$ cat src/rtl/stkg_pkg.sv
package stkg_pkg;

  // Which bound register a special-register select addresses.
  typedef enum logic [1:0] {
    BSEL_NONE = 2'd0,
    BSEL_LO   = 2'd1,
    BSEL_HI   = 2'd2
  } bsel_e;

  // Result of the window comparison.
  typedef struct packed {
    logic below;
    logic above;
  } win_cmp_t;

endpackage

$ cat src/rtl/stkg_bound_regs.sv
module stkg_bound_regs
  import stkg_pkg::*;
#(
  parameter int ADDR_W = 32,
  parameter int SPR_W  = 14,
  parameter logic [SPR_W-1:0] LO_SEL = 14'h800,
  parameter logic [SPR_W-1:0] HI_SEL = 14'h802
) (
  input  logic              clk,
  input  logic              rst_n,
  input  logic              wr_en,
  input  logic [SPR_W-1:0]  wr_sel,
  input  logic [ADDR_W-1:0] wr_data,
  input  logic [SPR_W-1:0]  rd_sel,
  output logic [ADDR_W-1:0] rd_data,
  output logic [ADDR_W-1:0] lo_q,
  output logic [ADDR_W-1:0] hi_q
);

  bsel_e             wr_bsel;
  bsel_e             rd_bsel;
  logic              lo_en;
  logic              hi_en;
  logic [ADDR_W-1:0] lo_d;
  logic [ADDR_W-1:0] hi_d;

  // Select decode for the write and read paths.
  always_comb begin
    wr_bsel = BSEL_NONE;
    if (wr_sel == LO_SEL) wr_bsel = BSEL_LO;
    else if (wr_sel == HI_SEL) wr_bsel = BSEL_HI;
    rd_bsel = BSEL_NONE;
    if (rd_sel == LO_SEL) rd_bsel = BSEL_LO;
    else if (rd_sel == HI_SEL) rd_bsel = BSEL_HI;
  end

  // Next-state and clock enables.
  always_comb begin
    lo_en = wr_en && (wr_bsel == BSEL_LO);
    hi_en = wr_en && (wr_bsel == BSEL_HI);
    lo_d  = wr_data;
    hi_d  = wr_data;
  end

  // Bound registers; reset leaves the window wide open.
  always_ff @(posedge clk or negedge rst_n) begin
    if (!rst_n) begin
      lo_q <= '0;
      hi_q <= '1;
    end else begin
      if (lo_en) lo_q <= lo_d;
      if (hi_en) hi_q <= hi_d;
    end
  end

  // Read mux.
  always_comb begin
    unique case (rd_bsel)
      BSEL_LO: rd_data = lo_q;
      BSEL_HI: rd_data = hi_q;
      default: rd_data = '0;
    endcase
  end


  lo_write_chk: assert property (@(posedge clk) disable iff (!rst_n)
    (wr_en && wr_sel == LO_SEL) |=> (lo_q == $past(wr_data)));


  hi_write_chk: assert property (@(posedge clk) disable iff (!rst_n)
    (wr_en && wr_sel == HI_SEL) |=> (hi_q == $past(wr_data)));


  other_sel_hold_chk: assert property (@(posedge clk) disable iff (!rst_n)
    (!wr_en || (wr_sel != LO_SEL && wr_sel != HI_SEL)) |=> ($stable(lo_q) && $stable(hi_q)));

endmodule

$ cat src/rtl/stkg_use_decode.sv
module stkg_use_decode #(
  parameter int REG_W = 5,
  parameter logic [REG_W-1:0] SP_REG = 5'd1
) (
  input  logic [REG_W-1:0] ra,
  input  logic [REG_W-1:0] rb,
  input  logic             imm_form,
  output logic             use_sp
);

  logic base_hit;
  logic index_hit;

  always_comb begin
    base_hit  = (ra == SP_REG);
    // The index operand only exists in the register+register form.
    index_hit = !imm_form && (rb == SP_REG);
    use_sp    = base_hit || index_hit;
  end

endmodule

$ cat src/rtl/stkg_window_cmp.sv
module stkg_window_cmp
  import stkg_pkg::*;
#(
  parameter int ADDR_W = 32
) (
  input  logic [ADDR_W-1:0] ea,
  input  logic [ADDR_W-1:0] lo,
  input  logic [ADDR_W-1:0] hi,
  output win_cmp_t          res,
  output logic              outside
);

  // Unsigned compare; equality with either bound is inside.
  always_comb begin
    res.below = (ea < lo);
    res.above = (ea > hi);
    outside   = res.below || res.above;
  end

endmodule

$ cat src/rtl/stkg_fault_capture.sv
module stkg_fault_capture #(
  parameter int ADDR_W  = 32,
  parameter int CAUSE_W = 5,
  parameter logic [CAUSE_W-1:0] CAUSE_CODE = 5'd7
) (
  input  logic               clk,
  input  logic               rst_n,
  input  logic               fault,
  input  logic [ADDR_W-1:0]  ea,
  output logic               exc_req,
  output logic [CAUSE_W-1:0] exc_cause,
  output logic [ADDR_W-1:0]  exc_addr
);

  logic               req_d;
  logic               cap_en;
  logic [CAUSE_W-1:0] cause_d;
  logic [ADDR_W-1:0]  addr_d;

  always_comb begin
    req_d   = fault;
    cap_en  = fault;
    cause_d = CAUSE_CODE;
    addr_d  = ea;
  end

  always_ff @(posedge clk or negedge rst_n) begin
    if (!rst_n) begin
      exc_req   <= 1'b0;
      exc_cause <= '0;
      exc_addr  <= '0;
    end else begin
      exc_req <= req_d;
      if (cap_en) begin
        exc_cause <= cause_d;
        exc_addr  <= addr_d;
      end
    end
  end


  capture_chk: assert property (@(posedge clk) disable iff (!rst_n)
    fault |=> (exc_req && exc_addr == $past(ea) && exc_cause == CAUSE_CODE));


  hold_chk: assert property (@(posedge clk) disable iff (!rst_n)
    !fault |=> (!exc_req && $stable(exc_addr) && $stable(exc_cause)));

endmodule

$ cat src/rtl/stk_window_guard.sv
module stk_window_guard
  import stkg_pkg::*;
#(
  parameter int ADDR_W  = 32,
  parameter int SPR_W   = 14,
  parameter int REG_W   = 5,
  parameter int CAUSE_W = 5,
  parameter logic [SPR_W-1:0]   LO_SEL     = 14'h800,
  parameter logic [SPR_W-1:0]   HI_SEL     = 14'h802,
  parameter logic [REG_W-1:0]   SP_REG     = 5'd1,
  parameter logic [CAUSE_W-1:0] CAUSE_CODE = 5'd7
) (
  input  logic               clk,
  input  logic               rst_n,
  input  logic               spr_wr_en,
  input  logic [SPR_W-1:0]   spr_wr_sel,
  input  logic [ADDR_W-1:0]  spr_wr_data,
  input  logic [SPR_W-1:0]   spr_rd_sel,
  output logic [ADDR_W-1:0]  spr_rd_data,
  input  logic               ls_valid,
  input  logic [REG_W-1:0]   ls_ra,
  input  logic [REG_W-1:0]   ls_rb,
  input  logic               ls_imm_form,
  input  logic [ADDR_W-1:0]  ls_ea,
  output logic               exc_req,
  output logic [CAUSE_W-1:0] exc_cause,
  output logic [ADDR_W-1:0]  exc_addr
);

  logic [ADDR_W-1:0] lo_q;
  logic [ADDR_W-1:0] hi_q;
  logic              use_sp;
  logic              outside;
  win_cmp_t          cmp_res;
  logic              fault;

  stkg_bound_regs #(
    .ADDR_W (ADDR_W),
    .SPR_W  (SPR_W),
    .LO_SEL (LO_SEL),
    .HI_SEL (HI_SEL)
  ) u_bounds (
    .clk     (clk),
    .rst_n   (rst_n),
    .wr_en   (spr_wr_en),
    .wr_sel  (spr_wr_sel),
    .wr_data (spr_wr_data),
    .rd_sel  (spr_rd_sel),
    .rd_data (spr_rd_data),
    .lo_q    (lo_q),
    .hi_q    (hi_q)
  );

  stkg_use_decode #(
    .REG_W  (REG_W),
    .SP_REG (SP_REG)
  ) u_decode (
    .ra       (ls_ra),
    .rb       (ls_rb),
    .imm_form (ls_imm_form),
    .use_sp   (use_sp)
  );

  stkg_window_cmp #(
    .ADDR_W (ADDR_W)
  ) u_cmp (
    .ea      (ls_ea),
    .lo      (lo_q),
    .hi      (hi_q),
    .res     (cmp_res),
    .outside (outside)
  );

  always_comb begin
    fault = ls_valid && use_sp && outside;
  end

  stkg_fault_capture #(
    .ADDR_W     (ADDR_W),
    .CAUSE_W    (CAUSE_W),
    .CAUSE_CODE (CAUSE_CODE)
  ) u_capture (
    .clk       (clk),
    .rst_n     (rst_n),
    .fault     (fault),
    .ea        (ls_ea),
    .exc_req   (exc_req),
    .exc_cause (exc_cause),
    .exc_addr  (exc_addr)
  );


  bound_incl_chk: assert property (@(posedge clk) disable iff (!rst_n)
    ((lo_q <= hi_q) && (ls_ea == lo_q || ls_ea == hi_q)) |-> !outside);


  elig_chk: assert property (@(posedge clk) disable iff (!rst_n)
    (ls_ra != SP_REG && (ls_imm_form || ls_rb != SP_REG)) |-> !use_sp);


  req_src_chk: assert property (@(posedge clk) disable iff (!rst_n)
    exc_req |-> ($past(ls_valid) && $past(use_sp)));


  open_window_chk: assert property (@(posedge clk) disable iff (!rst_n)
    (lo_q == '0 && hi_q == '1) |-> !cmp_res.below && !cmp_res.above);

endmodule

$ cat config.mk
export PLATFORM = sky130hd
export DESIGN_NAME = stk_window_guard
export DESIGN_NICKNAME = d
export VERILOG_FILES = /design/src/rtl/stkg_pkg.sv /design/src/rtl/stkg_bound_regs.sv /design/src/rtl/stkg_use_decode.sv /design/src/rtl/stkg_window_cmp.sv /design/src/rtl/stkg_fault_capture.sv /design/src/rtl/stk_window_guard.sv
export SDC_FILE = /design/constraint.sdc
export NUM_CORES = 1
export LEC_CHECK = 0
export BUFFER_PORTS_ARGS = -buffer_cell sky130_fd_sc_hd__clkbuf_2
export CAP_MARGIN = 0
export CORE_UTILIZATION = 30
export DETAILED_ROUTE_END_ITERATION = 6
export MAX_ROUTING_LAYER = met4
export SYNTH_ARGS = -nofsm -noshare
export SYNTH_HDL_FRONTEND = slang
export SYNTH_SLANG_ARGS = --single-unit
$ cat constraint.sdc
create_clock -name clk -period 4.8 [get_ports clk]
set_clock_uncertainty 0.15 [all_clocks]
set_input_delay 0.24 -clock clk [delete_from_list [all_inputs] [get_ports clk]]
set_output_delay 0.24 -clock clk [all_outputs]
set_load 0.01 [all_outputs]
==> metrics.txt <==
outcome complete, no violations; Flop pwr share 44.5%; worst r2r dst u_capture.exc_addr[24]; Crit Path Class reg -> reg; R2R depth 9; most instantiated library cell after synthesis dfrtp_1; Lkg Pwr approximately 3.8 nW; synth cell count leaders dfrtp_1, inv_1, ha_1; Die Y-Extent 141.8 um; Worst path max stage delay 0.54 ns; critical path cell sequence inv_1 -> ha_1 -> nand4_1 -> a2111oi_2 -> nor3_1 -> or4b_4 -> a31oi_4 -> buf_4 -> mux2_2; setup TNS 0 ns; Critical Path Fanout Max 23; Horiz. Die Dim 141.8 um; clock power share 37.3%; ANT nets after route 0; first-pass iteration count of the detailed router 4; Critical Path Slowest Stage Cell dfstp_2; RePlAce Congestion 0.7795; NetSw 0.5519 mW; Mapped Cells 557; antenna fix cells 0; Final Cycle Share 68.30%; RSZ-0062 raised after global routing false; main combinational cell family by area after synthesis multiplexers; Switching Fraction 26.06%; layout cell share with drive strength beyond 1 38.18%; post-synthesis adder-cell area fraction 13.44%; Tmin final 3.279 ns; min-delay src ls_ea[1]; #FFs+latches synth just under 100; Num CTS Buffers 9; Synth cell types 40; CP Launch Type register; r2r setup slk about 1.5 ns; worst-margin pin slew 0.9309 ns; Post-Route WL 15550 um; Final Hold Vio Count 0; DP HPWL 11710 um; xor/xnor cell area share of the yosys netlist 0%; CP startpoint u_bounds.hi_q[7]; worst hold path class in -> reg; Starting Density 30.94%; die area between 20000 and 25000 um^2; most common flop cell mapped by yosys dfrtp_1; post-synthesis mux area share 19.22%; clk_lat worst skew 0.36 ns; placed inst area 6994 um^2; row cnt 50; # resized after CTS 0; max_cap viols 0; Hold Path End u_capture.exc_addr[1]; Ports 177; pin count of the biggest net entering global routing 72; share of the synthesized area in the top cell type 28.16%; vias per inst around 4.6; simple-gate share of the synthesized area 10.30%; reg-to-reg startpoint u_bounds.hi_q[7]; Total Routing Usage GR between 10% and 20%; fmax 305.0 MHz; synth top area cells dfrtp_1, dfstp_2, ha_1; gr ovfl total 0; hold depth 2; max-slew violations 0; EDFF count, synth 0; P_int around 1.6 mW; Post-Syn Area 5866 um^2; Total Nets Final 935; Slew HR 37.94%; Max clock buf depth 2; register area share after synthesis 42.49%; initial antenna violation count 0; core area 18960 um^2; Synth area leader dfrtp_1; Pwr Density about 270 nW/um^2; CTS clock-pin slew for the worst setup and hold paths 0.07 ns; vias in the first global route 4775; post-synthesis compound-gate area fraction 8.148%; DRC 0; Layout area overhead 31.36%; Avg Inst Size Synth 10.53 um^2; Total Power between 2 and 2.5 mW; Ys Warns 0; final instance area 7705 um^2; 1st-iter DRT viols 120; first-pass GRT wire length 24710 um; setup violators final 0; Worst EP arrival 3.37 ns; worst endpoint required time 4.89 ns; combinational fraction of design power 18.2%; crit end category register; number of port buffers between 150 and 200; htree depth 3; Root Driver clkbuf_16; Post-synth ARST share between 90% and 100%; Final Util slightly above 40%; WL/cell 15.10 um; sinks on the clock net between 90 and 100; routed via count ~4700; CTS tree yes; maximum VDD drop 0.1975 mV
==> through the flow <==
stage / std cells / worst slack (ns) / hold WS, ns
final: 1030 / 1.521 / 0.008523
after global routing: 1030 / 1.351 / 0.01470
after CTS: 1030 / 1.476 / 0.0007518
after detailed placement: 975 / 1.500 / 0.2854
after global placement: 975 / 1.536 / 0.2796
after floorplan: 558 / 1.803 / -0.2056
==> registers in the layout (all words and copies together), names as in the netlist <==
| signal | flops |
|---|---|
| u_bounds.hi_q | 32 |
| u_bounds.lo_q | 32 |
| u_capture.exc_addr | 32 |
| u_capture.exc_cause | 1 |
| u_capture.exc_req | 1 |
==> placed cells by master, fill, tap and decap left out, types with 24 or more instances in the layout <==
| cell type | n |
|---|---|
| dlygate4sd3_1 | 39 |
| clkbuf_2 | 173 |
| o21ai_0 | 41 |
| dfrtp_1 | 66 |
| inv_1 | 65 |
| mux2_2 | 39 |
| nand2_1 | 47 |
| dfstp_2 | 32 |
| nor2_1 | 38 |
| a21oi_1 | 24 |
| mux2i_1 | 32 |
| ha_1 | 63 |
==> how the worst max path moves through the flow <==
stage | to | slack, ns
floorplan | u_capture.exc_addr[0] | 1.80
global placement | u_capture.exc_addr[26] | 1.54
detailed placement | u_capture.exc_addr[23] | 1.50
CTS | u_capture.exc_addr[23] | 1.48
global route | u_capture.exc_addr[23] | 1.35
finish | u_capture.exc_addr[24] | 1.52
==> repair_timing <==
action	CTS	global route
setup buffers	0	0
hold endpoints to repair	113	0
hold buffers	39	0
==> metal layers <==
layer,up-vias,part of all wire [%],global-route usage (%)
met4,0,1.1,4.301
met3,12,3.1,3.071
met1,2241,46,20.48
met5,-,0,-
li1,2345,-,-
met2,92,50,28.08
==> cell type report <==
class / count / area [um^2]
repair buffers: 220 / 1316
clock inverters: 6 / 91.34
flip-flops and latches: 98 / 2492
fillers: 1885 / 11250
inverters: 65 / 244.0
well taps: 260 / 325.3
multi-input cells: 371 / 3007
clock buffers: 10 / 229.0
==> kinds of logic after synthesis <==
family	Yosys count
flops	98
simple gates	128
buf+inv	89
compound gates	81
fa+ha+maj	63
mux	97
other cells	1
==> worst max-delay path, delay by kind of cell (launching register included) <==
kind	cells	cell delay, ns
AO/OA/AOI/OAI	2	0.55
adder cells (fa/ha/maj)	1	0.30
buffers and inverters	2	0.41
flip-flops	1	0.54
multiplexers	1	0.38
AND/OR/NAND/NOR	3	0.82
==> power by group through the flow <==
| stage | Sequential, mW | Combinational [mW] | Clock, mW |
|---|---|---|---|
| after detailed placement | 0.956 | 0.366 | 0 |
| after CTS | 0.943 | 0.392 | 0.818 |
| after global placement | 0.957 | 0.361 | 0 |
| final | 0.942 | 0.385 | 0.791 |
| after floorplan | 0.984 | 0.156 | 0 |
| after global routing | 0.953 | 0.424 | 0.847 |
(Power assumes the default switching activity.)
